===== src/rtl/lcdt_pkg.sv =====
// Shared types for the LCD sync timing generator.
package lcdt_pkg;
    // Data bus width selector for passive panels; 2 and 3 both mean 16 bits.
    typedef enum logic [1:0] {
        BUS_4B  = 2'd0,
        BUS_8B  = 2'd1,
        BUS_16B = 2'd2,
        BUS_16C = 2'd3
    } bus_w_e;

    // Decoded position of one raster axis.
    typedef struct packed {
        logic sync;    // inside the sync pulse
        logic active;  // inside the visible span
        logic last;    // final count of the axis period
    } axis_state_t;
endpackage


===== src/rtl/lcdt_pix_div.sv =====
// Pixel-rate generator: divides the core clock by 2(N+1), or passes
// every cycle when bypassed. Assumes the divider value is static while run.
module lcdt_pix_div #(
    parameter int DIV_W = 8
) (
    input  logic             clk,
    input  logic             rst_n,
    input  logic             run,
    input  logic             bypass,
    input  logic [DIV_W-1:0] div_val,
    output logic             pix_en,
    output logic             pix_clk
);
    logic [DIV_W-1:0] cnt_q;
    logic             phase_q;

    // Half-period counter and clock phase.
    always_ff @(posedge clk) begin
        if (!rst_n || !run || bypass) begin
            cnt_q   <= '0;
            phase_q <= 1'b0;
        end else if (cnt_q == div_val) begin
            cnt_q   <= '0;
            phase_q <= ~phase_q;
        end else begin
            cnt_q <= cnt_q + DIV_W'(1);
        end
    end

    // One tick per full period, at the end of the high phase.
    always_comb begin
        pix_en  = run && (bypass || (phase_q && (cnt_q == div_val)));
        pix_clk = phase_q;
    end
endmodule


===== src/rtl/lcdt_line_width.sv =====
// Computes the number of pixel ticks in the visible part of a line.
// TFT: one tick per pixel. STN: subpixels packed 4 or 8 per tick.
module lcdt_line_width
    import lcdt_pkg::*;
#(
    parameter int H_W = 10,
    localparam int HOZ_W = H_W + 2
) (
    input  logic             stn,
    input  logic             color,
    input  logic [1:0]       bus,
    input  logic             dual,
    input  logic [H_W-1:0]   xres,
    output logic [HOZ_W-1:0] line_clks
);
    logic [HOZ_W-1:0] scaled;
    logic             quad;

    // Subpixel count, then round-up division by the bus packing.
    always_comb begin
        scaled = color ? (HOZ_W'(xres) + (HOZ_W'(xres) << 1)) : HOZ_W'(xres);
        quad   = (bus == BUS_4B) || ((bus == BUS_8B) && dual);
        if (!stn)
            line_clks = HOZ_W'(xres);
        else if (quad)
            line_clks = (scaled + HOZ_W'(3)) >> 2;
        else
            line_clks = (scaled + HOZ_W'(7)) >> 3;
    end
endmodule


===== src/rtl/lcdt_axis.sv =====
// One raster axis: counts steps through sync, back porch, visible span
// and front porch (all given as raw lengths), wrapping after the total.
// Assumes sync_len >= 1 and the lengths are static while counting.
module lcdt_axis
    import lcdt_pkg::*;
#(
    parameter int CW = 12,
    parameter int LW = 7,
    parameter int OW = 10
) (
    input  logic          clk,
    input  logic          rst_n,
    input  logic          clr,
    input  logic          step,
    input  logic [LW-1:0] sync_len,
    input  logic [LW-1:0] bp_len,
    input  logic [CW-1:0] act_len,
    input  logic [LW-1:0] fp_len,
    output axis_state_t   st,
    output logic [OW-1:0] offs
);
    logic [CW-1:0] cnt_q;
    logic [CW-1:0] total;
    logic [CW-1:0] a_start;
    logic [CW-1:0] a_end;

    // Segment boundaries.
    always_comb begin
        a_start = CW'(sync_len) + CW'(bp_len);
        a_end   = a_start + act_len;
        total   = a_end + CW'(fp_len);
    end

    // Decode of the current count.
    always_comb begin
        st.sync   = cnt_q < CW'(sync_len);
        st.active = (cnt_q >= a_start) && (cnt_q < a_end);
        st.last   = cnt_q == (total - CW'(1));
        offs      = st.active ? OW'(cnt_q - a_start) : '0;
    end

    // Position counter.
    always_ff @(posedge clk) begin
        if (!rst_n || clr)
            cnt_q <= '0;
        else if (step)
            cnt_q <= st.last ? '0 : cnt_q + CW'(1);
    end
endmodule


===== src/rtl/lcdt_mode_flip.sv =====
// Toggles the mode output once every (mode_val + 1) completed frames.
module lcdt_mode_flip #(
    parameter int MODE_W = 4
) (
    input  logic              clk,
    input  logic              rst_n,
    input  logic              run,
    input  logic              frame_end,
    input  logic [MODE_W-1:0] mode_val,
    output logic              mode_q
);
    logic [MODE_W-1:0] fcnt_q;

    // Frame counter and toggle.
    always_ff @(posedge clk) begin
        if (!rst_n || !run) begin
            fcnt_q <= '0;
            mode_q <= 1'b0;
        end else if (frame_end) begin
            if (fcnt_q == mode_val) begin
                fcnt_q <= '0;
                mode_q <= ~mode_q;
            end else begin
                fcnt_q <= fcnt_q + MODE_W'(1);
            end
        end
    end
endmodule


===== src/rtl/lcd_sync_gen.sv =====
// LCD panel sync timing generator top. Converts the mixed minus-one
// register encodings to raw lengths, drives the horizontal and vertical
// axes from the pixel tick and forms the panel control outputs.
// Assumes all cfg_* inputs are static while enable is high.
module lcd_sync_gen
    import lcdt_pkg::*;
#(
    parameter int H_W    = 10,
    parameter int V_W    = 10,
    parameter int T_W    = 6,
    parameter int DIV_W  = 8,
    parameter int MODE_W = 4
) (
    input  logic              clk,
    input  logic              rst_n,
    input  logic              enable,
    input  logic [DIV_W-1:0]  cfg_clk_div,
    input  logic              cfg_bypass,
    input  logic              cfg_stn,
    input  logic              cfg_color,
    input  logic [1:0]        cfg_bus,
    input  logic              cfg_dual,
    input  logic [H_W-1:0]    cfg_xres,
    input  logic [V_W-1:0]    cfg_vact_m1,
    input  logic [T_W-1:0]    cfg_hpw_m1,
    input  logic [T_W-1:0]    cfg_hbp_m1,
    input  logic [T_W-1:0]    cfg_hfp_m1,
    input  logic [T_W-1:0]    cfg_vpw_m1,
    input  logic [T_W-1:0]    cfg_vbp,
    input  logic [T_W-1:0]    cfg_vfp,
    input  logic              cfg_inv_hs,
    input  logic              cfg_inv_vs,
    input  logic [MODE_W-1:0] cfg_mode_val,
    output logic              pix_en,
    output logic              pix_clk,
    output logic              hsync,
    output logic              vsync,
    output logic              de,
    output logic [H_W+1:0]    x_pos,
    output logic [V_W-1:0]    y_pos,
    output logic [H_W+1:0]    line_clks,
    output logic              lcd_mode
);
    localparam int HOZ_W  = H_W + 2;
    localparam int LW     = T_W + 1;
    localparam int HCNT_W = HOZ_W + 2;
    localparam int VCNT_W = V_W + 2;

    axis_state_t       h_st, v_st;
    logic [LW-1:0]     h_sync_len, h_bp_len, h_fp_len;
    logic [LW-1:0]     v_sync_len, v_bp_len, v_fp_len;
    logic [HCNT_W-1:0] h_act_len;
    logic [VCNT_W-1:0] v_act_len;
    logic              line_end, frame_end;

    lcdt_pix_div #(.DIV_W(DIV_W)) u_div (
        .clk     (clk),
        .rst_n   (rst_n),
        .run     (enable),
        .bypass  (cfg_bypass),
        .div_val (cfg_clk_div),
        .pix_en  (pix_en),
        .pix_clk (pix_clk)
    );

    lcdt_line_width #(.H_W(H_W)) u_width (
        .stn       (cfg_stn),
        .color     (cfg_color),
        .bus       (cfg_bus),
        .dual      (cfg_dual),
        .xres      (cfg_xres),
        .line_clks (line_clks)
    );

    // Field decode: horizontal fields all minus one, vertical porches raw.
    always_comb begin
        h_sync_len = LW'(cfg_hpw_m1) + LW'(1);
        h_bp_len   = LW'(cfg_hbp_m1) + LW'(1);
        h_fp_len   = LW'(cfg_hfp_m1) + LW'(1);
        h_act_len  = HCNT_W'(line_clks);
        v_sync_len = LW'(cfg_vpw_m1) + LW'(1);
        v_bp_len   = LW'(cfg_vbp);
        v_fp_len   = LW'(cfg_vfp);
        v_act_len  = VCNT_W'(cfg_vact_m1) + VCNT_W'(1);
    end

    // Line and frame boundaries, both on a pixel tick.
    always_comb begin
        line_end  = pix_en && h_st.last;
        frame_end = line_end && v_st.last;
    end

    lcdt_axis #(.CW(HCNT_W), .LW(LW), .OW(HOZ_W)) u_h_axis (
        .clk      (clk),
        .rst_n    (rst_n),
        .clr      (!enable),
        .step     (pix_en),
        .sync_len (h_sync_len),
        .bp_len   (h_bp_len),
        .act_len  (h_act_len),
        .fp_len   (h_fp_len),
        .st       (h_st),
        .offs     (x_pos)
    );

    lcdt_axis #(.CW(VCNT_W), .LW(LW), .OW(V_W)) u_v_axis (
        .clk      (clk),
        .rst_n    (rst_n),
        .clr      (!enable),
        .step     (line_end),
        .sync_len (v_sync_len),
        .bp_len   (v_bp_len),
        .act_len  (v_act_len),
        .fp_len   (v_fp_len),
        .st       (v_st),
        .offs     (y_pos)
    );

    lcdt_mode_flip #(.MODE_W(MODE_W)) u_mode (
        .clk       (clk),
        .rst_n     (rst_n),
        .run       (enable),
        .frame_end (frame_end),
        .mode_val  (cfg_mode_val),
        .mode_q    (lcd_mode)
    );

    // Panel control outputs with programmable sync polarity.
    always_comb begin
        hsync = (enable && h_st.sync) ^ cfg_inv_hs;
        vsync = (enable && v_st.sync) ^ cfg_inv_vs;
        de    = enable && h_st.active && v_st.active;
    end
endmodule


===== config.mk =====
export PLATFORM = sky130hd
export DESIGN_NAME = lcd_sync_gen
export DESIGN_NICKNAME = d
export VERILOG_FILES = /design/src/rtl/lcdt_pkg.sv /design/src/rtl/lcdt_pix_div.sv /design/src/rtl/lcdt_line_width.sv /design/src/rtl/lcdt_axis.sv /design/src/rtl/lcdt_mode_flip.sv /design/src/rtl/lcd_sync_gen.sv
export SDC_FILE = /design/constraint.sdc
export NUM_CORES = 1
export LEC_CHECK = 0
export CAP_MARGIN = 40
export CORE_MARGIN = 4
export CORE_UTILIZATION = 58
export CTS_CLUSTER_DIAMETER = 60
export DETAILED_ROUTE_END_ITERATION = 16
export PLACE_DENSITY_LB_ADDON = 0.05
export SLEW_MARGIN = 20
export SYNTH_ARGS = -nofsm -noshare
export SYNTH_HDL_FRONTEND = slang
export SYNTH_HIERARCHICAL = 1
export SYNTH_SLANG_ARGS = --single-unit
export TNS_END_PERCENT = 1

===== constraint.sdc =====
create_clock -name clk -period 17 [get_ports clk]
set_clock_uncertainty 0.1 [all_clocks]
set_input_delay 5.1 -clock clk [delete_from_list [all_inputs] [get_ports clk]]
set_output_delay 5.1 -clock clk [all_outputs]
set_load 0.03 [all_outputs]

=== Yosys cells after proc, flatten, opt, wreduce, memory -nomap -nowiden ===
Index checks and enable logic that the tools add are counted.

* Add/subtract/negate cells: 22
* $lt $le $gt $ge: 6
* Equality and inequality tests: 5
* Muxes and demuxes: 8
* Bitwise gates (word level): 4
* Reduce and logical (&&, ||, !) cells: 20

{| class="wikitable"
|+ Operator list
! kind !! count
|-
| 2-to-1 mux 12 bit || 3
|-
| 2-to-1 mux 10 bit || 3
|-
| adder 6 x 1 -> 7 bit, second input constant || 4
|-
| adder 14 x 1 -> 14 bit, second input constant || 1
|-
| adder 14 x 10 -> 14 bit || 1
|-
| adder 14 x 7 -> 14 bit || 1
|-
| == test 14 bit || 1
|-
| greater-or-equal comparator 14 x 8 -> 1 bit || 1
|-
| < comparator 14 bit || 1
|-
| < comparator 14 x 7 -> 1 bit || 1
|-
| 2-to-1 mux 14 bit || 1
|-
| subtractor 14 x 1 -> 14 bit, second input constant || 1
|-
| adder 10 x 11 -> 12 bit || 1
|-
| adder 12 x 1 -> 12 bit, second input constant || 1
|-
| adder 12 x 11 -> 12 bit || 1
|-
| adder 12 x 2 -> 12 bit, second input constant || 1
|-
| adder 12 x 3 -> 12 bit, second input constant || 1
|-
| adder 12 x 6 -> 12 bit || 1
|-
| == test 12 bit || 1
|-
| greater-or-equal comparator 12 x 8 -> 1 bit || 1
|-
| < comparator 12 bit || 1
|-
| < comparator 12 x 7 -> 1 bit || 1
|-
| subtractor 12 x 1 -> 12 bit, second input constant || 1
|-
| subtractor 12 bit || 1
|-
| 18 further kinds || 34
|}

* Register bits after elaboration: 40
* Bits of input ports: 79
* Output and inout bits: 40
* Word-level logic and storage cells: 71

=== Depth between registers and ports, before layout ===
* Word-level depth: 12
* Depth in mapped cells: 36
* Gate-level depth less buffers: 35

=== Hierarchy ===
Netlist, hierarchy kept.

{| class="wikitable"
|+ By module, submodules not included
! module !! times used !! cells each !! area each (µm²) !! seq. area each (µm²)
|-
| lcdt_axis at u_h_axis || 1 || 443 || 3334.4 || 280.3
|-
| lcdt_axis at u_v_axis || 1 || 359 || 2777.7 || 240.2
|-
| lcdt_line_width || 1 || 181 || 1221.2 || 0.0
|-
| lcd_sync_gen || 1 || 75 || 526.8 || 0.0
|-
| lcdt_pix_div || 1 || 51 || 444.2 || 180.2
|-
| lcdt_mode_flip || 1 || 30 || 261.5 || 100.1
|}

=== Least setup slack after synthesis ===
No wires, ideal clock.

* Path type: input-to-output
* Start point: input port cfg_xres[0]
* End point: output port x_pos[4]
* Data arrival time: 11.400 ns
* Required time: 11.800 ns
* Slack: 0.400 ns
* Stages: 24
* Path buffers: 1
* Path through: ha_1 > fa_1 > a211oi_2 > o21a_1 > o21ai_1 > o22a_1 > or2_2 > o21ai_0 > o211ai_1 > a31oi_1 > ha_1 > a21oi_1 > o21ai_2 > a311o_1 > nand2_1 > ha_1 > o211ai_1 > o211ai_1 > maj3_1 > maj3_1 > o21ai_1 > nand3_1 > buf_2 > nor3_1

* Cells in the longest elaborated chain, start to end: 9
* Elaborated cells between the ends (all ways): 10
* Those cells by class: add/sub (4); order compare (1); mux (4); reduce/logical (1)

{| class="wikitable"
|+ RTL lines
! item !! RTL line !! RTL
|-
| from (decl) || lcd_sync_gen.sv:23 || <nowiki>input logic [H_W-1:0] cfg_xres,</nowiki>
|-
| adder 10 x 11 -> 12 bit || lcdt_line_width.sv:21 || <nowiki>scaled = color ? (HOZ_W'(xres) + (HOZ_W'(xres) << 1)) : HOZ_W'(xres);</nowiki>
|-
| 2-to-1 mux 12 bit * || lcdt_line_width.sv:21 ||
|-
| adder 12 x 3 -> 12 bit or adder 12 x 2 -> 12 bit (tied branches) || lcdt_line_width.sv:28, lcdt_line_width.sv:26 ||
|-
| 2-to-1 mux 10 bit * || lcdt_line_width.sv:25 || <nowiki>else if (quad)</nowiki>
|-
| 2-to-1 mux 10 bit * || lcdt_line_width.sv:23 || <nowiki>if (!stn)</nowiki>
|-
| named net line_clks[4] || lcd_sync_gen.sv:41 || <nowiki>output logic [H_W+1:0] line_clks,</nowiki>
|-
| adder 14 x 10 -> 14 bit * || lcdt_axis.sv:30 || <nowiki>a_end = a_start + act_len;</nowiki>
|-
| < comparator 14 bit * || lcdt_axis.sv:37 || <nowiki>st.active = (cnt_q >= a_start) && (cnt_q < a_end);</nowiki>
|-
| logical AND 1 bit * || lcdt_axis.sv:37 ||
|-
| 2-to-1 mux 12 bit * || lcdt_axis.sv:39 || <nowiki>offs = st.active ? OW'(cnt_q - a_start) : '0;</nowiki>
|-
| to (decl) || lcd_sync_gen.sv:39 || <nowiki>output logic [H_W+1:0] x_pos,</nowiki>
|}

The timed path passes the listed nets; every way through them passes the cells marked *.

==> impl_metrics.env <==
export IMPL_insertion_delay_ns=0.28
export IMPL_worstPathMaxFanout=13
export IMPL_clock_path_buffers=2
export IMPL_async_flop_share=0
export IMPL_period_share=0.975
export IMPL_initialDrtViolationCount=349
export IMPL_fmax_ghz=0.0603
export IMPL_fin_crit_ns=16.58
export IMPL_yosys_warnings=6
export IMPL_post_cts_buffers=0
export IMPL_arrival_ns=11.38
export IMPL_synthTopCellsByCount="ha_1 (116), inv_1 (110), xnor2_1 (105)"
export IMPL_peakVddDrop_mv=0.0687
export IMPL_cp_start_kind="primary input"
export IMPL_end_kind="output port"
export IMPL_io_pins=119
export IMPL_synth_seq_cells=40
export IMPL_holdBufCountCts=0
export IMPL_antenna_found_initial=0
export IMPL_grt_pass1_vias=8110
export IMPL_die_width_um=130
export IMPL_synth_flop_cell="dfxtp_1"
export IMPL_port_buffers=116
export IMPL_die_y_um=130
export IMPL_tightest_slew_ns=0.800
export IMPL_worst_slack_ns=0.417
export IMPL_avgSynthCellArea_um2=7.52
export IMPL_post_place_ws_ns=0.201
export IMPL_cap_viol_max_count=0
export IMPL_start_util=0.592
export IMPL_fp_dieArea_um2=16800
export IMPL_gr_total_overflow=0
export IMPL_root_buffer="clkbuf_16"
export IMPL_status="finished clean"
export IMPL_vias=8405
export IMPL_grt_pass1_wl_um=36900
export IMPL_cts_inserted_buffers=5
export IMPL_nFillCells=1296
export IMPL_nets=1456
export IMPL_powerDensity_nw_per_um2=100
export IMPL_slowest_stage="clkdlybuf4s50_1"
export IMPL_ctsResizeCount=0
export IMPL_critPathMaxStageDelay_ns=0.50
export IMPL_hp_class="reg -> reg"
export IMPL_critPathRequiredTime_ns=11.80
export IMPL_htree_levels=2
export IMPL_setup_tns_ns=0
export IMPL_fin_area_um2=10100
export IMPL_netlist_area_leader_share=0.169
export IMPL_cts_sinks=40
export IMPL_synth_top_cells_by_area="ha_1 (17%), xnor2_1 (11%), dfxtp_1 (9.3%)"
export IMPL_power_leakage_nw=4.38
export IMPL_ant_nets=0
export IMPL_antennaDiodeCount=0
export IMPL_total_power_mw=1.01
export IMPL_num_rows=44
export IMPL_drtPass1Iterations=5
export IMPL_synth_most_common_cell="ha_1"
export IMPL_grtUsageTotal=0.260
export IMPL_hold_violations=0
export IMPL_ys_seq_area_frac=0.0935
export IMPL_gp_congestion=0.922
export IMPL_core_area_um2=14500
export IMPL_yosys_area_top_type="ha_1"
export IMPL_totalWireLength_um=21900
export IMPL_syn_to_final_growth_pct=18.1
export IMPL_netlist_area_um2=8570
export IMPL_grt_max_degree=22
export IMPL_ys_types=91
export IMPL_place_area_um2=9910
export IMPL_drc=0
export IMPL_drive_gt1_frac=0.0766
export IMPL_synthCells=1139
export IMPL_place_hpwl_um=18200
export IMPL_clk_pin_slew_ns=0.06
export IMPL_slew_violations=0
export IMPL_tritoncts="yes"
export IMPL_vias_per_cell=5.85
export IMPL_setup_viol=0
export IMPL_critical_path_class="in -> out"
export IMPL_avgRoutedWirePerCell_um=15.3
export IMPL_synth_edf_count=0
export IMPL_slew_headroom=0.466
[path summary, 6_finish.rpt]
check	startpoint	to	slack, ns	cells past startpoint
hold reg to reg	u_div/cnt_q[0]$_SDFF_PP0_	u_div/cnt_q[0]$_SDFF_PP0_	0.39	1
setup / recovery	cfg_xres[1]	de	0.42	25
setup reg to reg	u_h_axis/cnt_q[9]$_SDFFE_PP0P_	u_v_axis/cnt_q[9]$_SDFFE_PP0P_	13.04	14
hold / removal	u_div/cnt_q[0]$_SDFF_PP0_	u_div/cnt_q[0]$_SDFF_PP0_	0.39	1
[critical path, delay by kind of cell]
kind / cells / cell delay, ns
adder cells (fa/ha/maj): 6 / 2.11
AO/OA/AOI/OAI: 10 / 2.01
buffers and inverters: 3 / 0.81
multiplexers: 1 / 0.22
AND/OR/NAND/NOR: 5 / 1.12
[layout by cell type, fill, tap and decap left out, types with 5 or more instances in the layout]
cell type | synthesis | layout
a21o_1 | 29 | 29
mux2i_1 | 16 | 15
and2_1 | 9 | 9
buf_4 | 2 | 22
fa_1 | 9 | 9
clkdlybuf4s50_1 | 0 | 103
nor3_2 | 13 | 13
a211oi_1 | 11 | 11
and3_1 | 17 | 17
conb_1 | 2 | 13
a21boi_0 | 5 | 5
ha_1 | 116 | 115
o21a_1 | 11 | 11
nor4_1 | 11 | 11
nand4_1 | 22 | 22
dfxtp_1 | 40 | 40
o211ai_1 | 20 | 20
nor3_1 | 50 | 50
o21bai_1 | 9 | 9
nand2b_1 | 20 | 20
xnor2_1 | 105 | 105
nand2_1 | 72 | 72
a21oi_1 | 48 | 47
or2_2 | 13 | 13
a31oi_1 | 8 | 7
xor2_1 | 55 | 55
o21ai_0 | 38 | 38
nand3_1 | 37 | 36
nor2_1 | 90 | 90
clkbuf_16 | 0 | 5
inv_1 | 110 | 110
o31ai_1 | 6 | 6
nor2b_1 | 14 | 14
[metal layers]
layer | up-vias | global-route usage | wire (um)
met5 | - | 0 | 0
met4 | 0 | 0.0776 | 653
met3 | 42 | 0.0264 | 1020
met2 | 207 | 0.464 | 10300
met1 | 3886 | 0.332 | 9930
li1 | 4270 | - | -
[cell type report]
type / instances / area [um2] / area share
multi-input combinational: 969 / 7300 / 0.721
timing repair buffer: 126 / 1210 / 0.119
sequential: 40 / 801 / 0.0791
inverter: 110 / 413 / 0.0408
tap: 184 / 230 / 0.0228
clock buffer: 5 / 125 / 0.0124
clock inverter: 3 / 46.3 / 0.00458
[sequential cells by signal, indices dropped and copies added (netlist names)]
name,cells
u_mode/fcnt_q,4
u_mode/mode_q,1
u_h_axis/cnt_q,14
u_v_axis/cnt_q,12
u_div/pix_clk,1
u_div/cnt_q,8
[report_power, final]
group	total [mW]	leakage (nW)	internal (mW)	switching, mW
registers	0.0944	0.322	0.0939	0.000451
logic	0.808	3.98	0.352	0.456
clock network	0.110	0.0804	0.0698	0.0399
total	1.01	4.38	0.516	0.496
[kinds of logic (layout without fill, tap and decap cells)]
group / after synthesis / count (layout) / synth area share
buffers and inverters: 141 / 244 / 0.0643
adders and majority gates: 129 / 129 / 0.195
xor gates and xnor gates: 162 / 162 / 0.168
muxes: 19 / 19 / 0.0231
AOI/OAI and AO/OA: 250 / 250 / 0.209
other: 2 / 13 / 0.000877
DFF: 40 / 40 / 0.0935
and+or+nand+nor: 396 / 396 / 0.246
[metrics by stage]
step	util	hold slack, ns	cells
floorplan	-	0.340	1150
global placement	0.683	0.367	1427
detailed placement	0.684	0.377	1429
CTS	0.696	0.392	1437
global route	0.699	0.426	1437
finish	0.699	0.387	1437
(Power assumes the default switching activity.)
